==> src/rtl/trng_pkg.sv <==
package trng_pkg;

  // Allowed deviation from half a window: ceil(0.0173 * 2^n)
  function automatic int unsigned bias_tol(input int unsigned n);
    int unsigned prod;
    prod = 173 * (32'd1 << n);
    return (prod + 9999) / 10000;
  endfunction

  // 1 when a window's ones count lies inside the accepted band
  function automatic logic count_ok(input int unsigned ones, input int unsigned n);
    int unsigned mid;
    int unsigned tol;
    mid = 32'd1 << (n - 1);
    tol = bias_tol(n);
    return (ones + tol >= mid) && (ones <= mid + tol);
  endfunction

  // Fold of all sampled sources into one raw bit
  function automatic logic fold_xor(input logic [31:0] v, input int unsigned w);
    logic r;
    r = 1'b0;
    for (int i = 0; i < 32; i++)
      if (i < int'(w)) r = r ^ v[i];
    return r;
  endfunction

  typedef struct packed {
    logic vld;
    logic bit_v;
  } raw_s;

endpackage

==> src/rtl/trng_sync.sv <==
module trng_sync #(
  parameter int NSRC = 8
) (
  input  logic            clk,
  input  logic            rst,
  input  logic [NSRC-1:0] d_in,
  output logic [NSRC-1:0] q_out
);
  genvar g;
  generate
    for (g = 0; g < NSRC; g++) begin : g_bit
      logic s1_q, s2_q;
      always_ff @(posedge clk) begin
        if (rst) begin
          s1_q <= 1'b0;
          s2_q <= 1'b0;
        end else begin
          s1_q <= d_in[g];
          s2_q <= s1_q;
        end
      end
      assign q_out[g] = s2_q;
    end
  endgenerate
endmodule

==> src/rtl/trng_sampler.sv <==
module trng_sampler
  import trng_pkg::*;
#(
  parameter int NSRC = 8
) (
  input  logic            clk,
  input  logic            rst,
  input  logic            stb,
  input  logic [NSRC-1:0] src_sync,
  output raw_s            raw
);
  logic [31:0] wide;
  always_comb begin
    wide = '0;
    wide[NSRC-1:0] = src_sync;
  end

  always_ff @(posedge clk) begin
    if (rst) begin
      raw <= '0;
    end else begin
      raw.vld   <= stb;
      raw.bit_v <= stb ? fold_xor(wide, NSRC) : raw.bit_v;
    end
  end
endmodule

==> src/rtl/trng_debias.sv <==
module trng_debias
  import trng_pkg::*;
(
  input  logic clk,
  input  logic rst,
  input  raw_s raw,
  output logic vn_vld,
  output logic vn_bit
);
  logic have_q, first_q;

  always_ff @(posedge clk) begin
    if (rst) begin
      have_q  <= 1'b0;
      first_q <= 1'b0;
      vn_vld  <= 1'b0;
      vn_bit  <= 1'b0;
    end else begin
      vn_vld <= 1'b0;
      if (raw.vld) begin
        if (have_q) begin
          have_q <= 1'b0;
          if (first_q != raw.bit_v) begin
            vn_vld <= 1'b1;
            vn_bit <= first_q;
          end
        end else begin
          have_q  <= 1'b1;
          first_q <= raw.bit_v;
        end
      end
    end
  end
endmodule

==> src/rtl/trng_health.sv <==
module trng_health
  import trng_pkg::*;
#(
  parameter int WIN_LOG2 = 12
) (
  input  logic clk,
  input  logic rst,
  input  raw_s raw,
  input  logic clr,
  output logic win_end,
  output logic alarm_q
);
  localparam int CW = WIN_LOG2 + 1;

  logic [WIN_LOG2-1:0] idx_q;
  logic [CW-1:0]       ones_q;
  logic [CW-1:0]       ones_nx;
  logic                fail;

  assign ones_nx = ones_q + CW'(raw.bit_v);
  assign win_end = raw.vld && (idx_q == {WIN_LOG2{1'b1}});
  assign fail    = win_end && !count_ok(int'(ones_nx), WIN_LOG2);

  always_ff @(posedge clk) begin
    if (rst) begin
      idx_q   <= '0;
      ones_q  <= '0;
      alarm_q <= 1'b0;
    end else begin
      if (raw.vld) begin
        idx_q  <= idx_q + 1'b1;
        ones_q <= win_end ? '0 : ones_nx;
      end
      if (fail)     alarm_q <= 1'b1;
      else if (clr) alarm_q <= 1'b0;
    end
  end
endmodule

==> src/rtl/trng_cond.sv <==
module trng_cond
  import trng_pkg::*;
#(
  parameter int NSRC     = 8,
  parameter int WIN_LOG2 = 12
) (
  input  logic            clk,
  input  logic            rst,
  input  logic            sample_stb,
  input  logic [NSRC-1:0] src_in,
  input  logic            clear_alarm,
  output logic            out_valid,
  output logic            out_bit,
  output logic            alarm
);
  logic [NSRC-1:0] src_sync;
  raw_s            raw;
  logic            raw_vld;
  logic            vn_vld;
  logic            vn_bit;
  logic            win_end;
  logic            alarm_o;

  trng_sync #(.NSRC(NSRC)) u_sync (
    .clk(clk), .rst(rst), .d_in(src_in), .q_out(src_sync)
  );

  trng_sampler #(.NSRC(NSRC)) u_samp (
    .clk(clk), .rst(rst), .stb(sample_stb), .src_sync(src_sync), .raw(raw)
  );

  trng_debias u_vn (
    .clk(clk), .rst(rst), .raw(raw), .vn_vld(vn_vld), .vn_bit(vn_bit)
  );

  trng_health #(.WIN_LOG2(WIN_LOG2)) u_hm (
    .clk(clk), .rst(rst), .raw(raw), .clr(clear_alarm),
    .win_end(win_end), .alarm_q(alarm_o)
  );

  assign raw_vld   = raw.vld;
  assign out_valid = vn_vld && !alarm_o;
  assign out_bit   = vn_bit;
  assign alarm     = alarm_o;
endmodule

==> config.mk <==
export PLATFORM = sky130hd
export DESIGN_NAME = trng_cond
export DESIGN_NICKNAME = d
export VERILOG_FILES = /design/src/rtl/trng_pkg.sv /design/src/rtl/trng_sync.sv /design/src/rtl/trng_sampler.sv /design/src/rtl/trng_debias.sv /design/src/rtl/trng_health.sv /design/src/rtl/trng_cond.sv
export SDC_FILE = /design/constraint.sdc
export NUM_CORES = 1
export LEC_CHECK = 0
export BUFFER_PORTS_ARGS = -buffer_cell sky130_fd_sc_hd__clkbuf_2
export CAP_MARGIN = 20
export CORE_ASPECT_RATIO = 1.2
export CORE_MARGIN = 3
export CORE_UTILIZATION = 54
export DETAILED_ROUTE_END_ITERATION = 6
export PLACE_DENSITY = 0.77
export SLEW_MARGIN = 20
export SYNTH_ARGS = -nofsm -noshare
export SYNTH_HDL_FRONTEND = slang
export SYNTH_SLANG_ARGS = --single-unit
==> constraint.sdc <==
create_clock -name clk -period 4.35 [get_ports clk]
set_input_delay 0.435 -clock clk [delete_from_list [all_inputs] [get_ports clk]]
set_output_delay 0.435 -clock clk [all_outputs]
set_load 0.02 [all_outputs]
==> Yosys cells after proc, flatten, opt, wreduce, memory -nomap -nowiden <==
Index checks and enable logic that the tools add are counted.
{ "totals": {"out_inout_bits": 3, "elab_cells": 63, "reg_bits": 48} }
{ "classes": {"n_addsub": 3, "n_lt_le_gt_ge": 2, "n_mux": 12, "bitwise": 9, "n_eq_ne": 2, "n_reduce_logical": 10} }
{ "op_table": {"columns": ["operator", "n"], "rows": [
  ["32-bit by 12-bit >= comparator with 1-bit output (second input constant)", 1],
  ["13-bit by 7-bit adder with 14-bit output (second input constant)", 1],
  ["13-bit by 1-bit adder with 13-bit output", 1],
  ["13-bit by 12-bit <= comparator with 1-bit output (second input constant)", 1],
  ["13-bit two-way mux", 1],
  ["12-bit by 1-bit adder with 12-bit output (second input constant)", 1],
  ["12-bit equality test (second input constant)", 1],
  ["1-bit two-way mux", 11],
  ["1-bit XOR", 7],
  ["1-bit logical AND", 4],
  ["3-bit AND reduction", 1],
  ["3-bit OR reduction", 1],
  ["1-bit logical NOT", 2],
  ["1-bit inverter", 2],
  ["2-bit AND reduction", 1],
  ["2-bit nonzero test", 1],
  ["1-bit != test", 1]
]} }

==> Longest topological paths before layout <==
{ "logic_depth": {"ltp_word": 14, "depth_mapped": 9, "depth_no_buf": 8} }

==> Cells and area by module <==
A second synthesis with hierarchy kept.
{ "hier_totals": {"hier_cells": 261, "area_unflattened_um2": 2349.8} }
{ "by_module_without_submodules": {"columns": ["mod", "area_each_um2", "n_inst", "seq_area_each_um2", "cells_per_inst"], "rows": [
  ["trng_health", 1520.2, 1, 520.5, 191],
  ["trng_sync", 524.3, 1, 320.3, 41],
  ["trng_debias", 167.7, 1, 80.1, 16],
  ["trng_sampler", 123.9, 1, 40.0, 12],
  ["trng_cond", 13.8, 1, 0.0, 1]
]} }

==> Least setup slack after synthesis <==
Ideal clock, no wire load.
{ "synth_path": {"kind": "register to register", "from": "register, netlist name u_samp.raw[0]", "to": "register u_hm.alarm_q", "slack_ns": 2.259, "synth_period_minus_slack_ns": 2.091, "n_path_buf": 1, "arrival_time_ns": 1.987, "stages_incl_launch_ff": 10, "cell_sequence": "dfxtp_1 -> ha_1 -> ha_1 -> buf_4 -> nand3_4 -> nor4_1 -> xnor2_1 -> nor3_1 -> and4b_1 -> a2111oi_2"} }
{ "synth_via": {"elab_chain_len": 7, "elab_cells_between_ends": 9, "cone_classes": "add/sub: 2; order compare: 2; mux: 1; reduce/logical: 4"} }
{ "synth_rtl": {"columns": ["element", "line_no", "rtl"], "rows": [
  ["13-bit by 1-bit adder with 13-bit output (*)", "trng_health.sv:20", "assign ones_nx = ones_q + CW'(raw.bit_v);"],
  ["13-bit by 7-bit adder with 14-bit output", "trng_pkg.sv:16", "return (ones + tol >= mid) && (ones <= mid + tol);"],
  ["32-bit by 12-bit >= comparator with 1-bit output", "trng_pkg.sv:16", null],
  ["1-bit logical AND (*)", "trng_pkg.sv:16", null],
  ["1-bit logical NOT (*)", "trng_health.sv:22", "assign fail = win_end && !count_ok(int'(ones_nx), WIN_LOG2);"],
  ["1-bit logical AND (*)", "trng_health.sv:22", null],
  ["1-bit two-way mux or 2-bit nonzero test (tied branches)", null, null],
  ["to (signal assigned)", "trng_health.sv:28", "alarm_q <= 1'b0;"],
  ["to (signal assigned)", "trng_health.sv:34", "if (fail) alarm_q <= 1'b1;"],
  ["to (signal assigned)", "trng_health.sv:35", "else if (clr) alarm_q <= 1'b0;"],
  ["to (decl)", "trng_health.sv:11", "output logic alarm_q"]
]} }
Every way passes the cells marked *; elsewhere a longest branch is shown, timed or not.
A chain may end at the register's enable or synchronous reset.

==> Worst setup path in the final report <==
{ "layout_path": {"from": "register, netlist name u_samp.raw[0]", "to": "register u_hm.alarm_q"} }
{ "layout_via": {"elab_chain_len": 7, "elab_cells_between_ends": 9, "cone_classes": "add/sub: 2; order compare: 2; mux: 1; reduce/logical: 4"} }
{ "layout_rtl": {"columns": ["element", "line_no"], "rows": [
  ["13-bit by 1-bit adder with 13-bit output (*)", "trng_health.sv:20"],
  ["13-bit by 7-bit adder with 14-bit output", "trng_pkg.sv:16"],
  ["32-bit by 12-bit >= comparator with 1-bit output", "trng_pkg.sv:16"],
  ["1-bit logical AND (*)", "trng_pkg.sv:16"],
  ["1-bit logical NOT (*)", "trng_health.sv:22"],
  ["1-bit logical AND (*)", "trng_health.sv:22"],
  ["1-bit two-way mux or 2-bit nonzero test (tied branches)", null]
]} }
Marked as above.

==> impl_metrics.tcl <==
set metrics [dict create \
    clk_path_buf_depth 2 \
    synth_compound_gate_area_share 0.118 \
    synthesis.nets 277 \
    fin_skew_ps 6.02 \
    multi_input_area_mm2 0.00118 \
    ys_warn_count 0 \
    fin_util 0.602 \
    track_usage 0.179 \
    place_congestion 0.909 \
    wl_per_cell_um 12.9 \
    total_power_mw 0.767 \
    worstPathMaxFanout 7 \
    grt_pass1_wl_um 7200 \
    rsz0062_at_grt "false" \
    synth_area_leaders "dfxtp_1, xnor2_1, nor2b_1" \
    cp-start-kind "flop" \
    grt_max_degree 49 \
    post-cts-setup-buffer-count 0 \
    dp_slack_ps 1800 \
    ir_drop_mv 0.343 \
    endpoint_kind "flop" \
    p_per_area_mw_per_mm2 321 \
    layout_commonest_cell "dfxtp_1" \
    dp.final_hpwl_um 2840 \
    use_met3 0.0469 \
    antenna-diode-count 0 \
    cts_resized 0 \
    layout_common_cells "dfxtp_1, nor2_1, nand2_1" \
    io-pin-count 15 \
    yosys.area.top_type_share 0.426 \
    cap_violations 0 \
    cts_tree "done" \
    ys_types 43 \
    grt_pass1_vias 1646 \
    core.rowCount 25 \
    max_freq_ghz 0.390 \
    ant_nets 0 \
    synth_edf_count 0 \
    crit_required_ps 4490 \
    cts_max_level 2 \
    ys_seq_area_frac 0.426 \
    core_mm2 0.00397 \
    maxSlewHeadroom 0.356 \
    final_nets 281 \
    syn2layout_area_growth_pct 6.05 \
    drc 0 \
    setup_tns_ps 0 \
    grt_use_met1 0.223 \
    drt_iter0_drc 110 \
    worst-setup-path-type "flop to flop" \
    outcome "finished, final reports clean" \
    hold_viol_final 0 \
    leakage_nw 0.832 \
    vias 1761 \
    totalWireLength_um 4130 \
    antenna_found_initial 0 \
    maxSlewViolCount 0 \
    hold_class "input port to flop" \
    start_util 0.568 \
    grtUsageMet2 0.299 \
    yosys-mux-area-fraction 0.0133 \
    clock_latency_ps 300 \
    finalWorstSetupSlack_ps 1780 \
    yosys.area.top_type "dfxtp_1" \
    synthSimpleGateAreaFrac 0.281 \
    fillerInstances 362 \
    clock-sinks 48 \
    die_w_um 65.0 \
    synthCells 262 \
    post-route-period-util 0.590 \
    synth-xor-area-share 0.0932 \
    grt-busiest-layer "met2" \
    viasPerCell 5.50 \
    register_area_um2 961 \
    clk_pin_slew_ps 80 \
    async_reset_ff_frac 0 \
    die_h_um 76.8 \
    netlist_area_mm2 0.00225 \
    finalSetupViolations 0 \
    drive_gt1_frac 0.113 \
    synth_top_family_by_area "simple AND/OR/NAND/NOR gates" \
    synth_ff_type "dfxtp_1" \
    synthAdderAreaFrac 0.0166 \
    tightest_slew_ps 966 \
    arrival_ps 2710 \
    drt-pass1-iter-count 5 \
    hold_buffers 0 \
    synth-seq-cells 48 \
    syn_avg_cell_area_um2 8.61 \
    overflow 0 \
    numCtsBuffers 5 \
    cts_root_buffer "clkbuf_8" \
    fin_crit_ps 2570 \
    io_buffer_count 14 \
    dieArea_mm2 0.00499 \
]
## stage by stage
step / cell area (um^2) / hold slack [ps] / std cells
2_1_floorplan: 2250 / 414 / 262
3_3_place_gp: 2300 / 417 / 313
3_5_place_dp: 2300 / 422 / 313
4_1_cts: 2390 / 339 / 320
5_1_grt: 2390 / 361 / 320
6_report: 2390 / 343 / 320
## critical path, stage by stage (launching register included)
cell	delay, ps
dfxtp_1	440
ha_1	260
ha_1	380
nand3_4	170
nor4_2	460
mux2i_1	300
nand4_1	110
nor3_1	200
a2111oi_2	90
## power by group
part | switching [mW] | leakage [nW] | internal (mW)
Clock | 0.139 | 0.0473 | 0.127
Combinational | 0.0218 | 0.393 | 0.0200
Sequential | 0.00945 | 0.391 | 0.451
Total | 0.170 | 0.832 | 0.597
## cell families (layout without fill, tap and decap cells)
logic type,count (synthesis),after routing
fa+ha+maj,3,3
compound gates,45,45
xor+xnor,24,24
buf+inv,23,27
mux,3,3
simple gates,116,116
flops,48,48
## synthesized netlist by cell type (2+ instances only)
cell      count
a21oi_1      18
inv_1         6
xnor2_1      14
buf_2         2
nand2b_1      2
nor4_2        2
nor3_1       10
a211oi_1      2
ha_1          3
dfxtp_1      48
clkbuf_1      6
nand3_1      11
nand3b_1      3
or3_1         4
nand4b_1      2
xor2_1       10
a31oi_1       2
a22oi_1       4
nor2_1       26
buf_4         6
and3_1        3
buf_1         2
nor2b_1      19
mux2i_1       3
nand4_1       5
nand2_1      20
o21ai_0      13
## worst paths after layout
path                                          end  cells past startpoint                       startpoint  slack, ps
setup reg to reg        u_hm.alarm_q$_SDFFE_PP0P_                      8       u_samp.raw[0]$_SDFFE_PP0P_       1780
setup / recovery        u_hm.alarm_q$_SDFFE_PP0P_                      8       u_samp.raw[0]$_SDFFE_PP0P_       1780
hold / removal    u_sync.g_bit[6].s1_q$_SDFF_PP0_                      2                        src_in[6]        340
hold reg to reg   u_sync.g_bit[0].s2_q$_SDFF_PP0_                      1  u_sync.g_bit[0].s1_q$_SDFF_PP0_        440
## metal layers
layer	up-vias	part of all wire
met2	36	0.48
met5	-	0
met3	7	0.047
li1	901	-
met4	0	0.014
met1	817	0.46
## sequential cells by signal (all words and copies together), names as in the netlist, 2 cells and up
name / flops
u_sync.g_bit.s1_q: 8
u_samp.raw: 2
u_hm.idx_q: 12
u_sync.g_bit.s2_q: 8
u_hm.ones_q: 13
## cell type report
cell class                      count  share of cell area
Multi-Input combinational cell    191               0.493
Clock inverter                      1             0.00366
Sequential cell                    48               0.402
Tap cell                           54              0.0283
Inverter                            6             0.00942
Timing Repair Buffer               14              0.0293
Clock buffer                        6              0.0345
(Power assumes the default switching activity.)
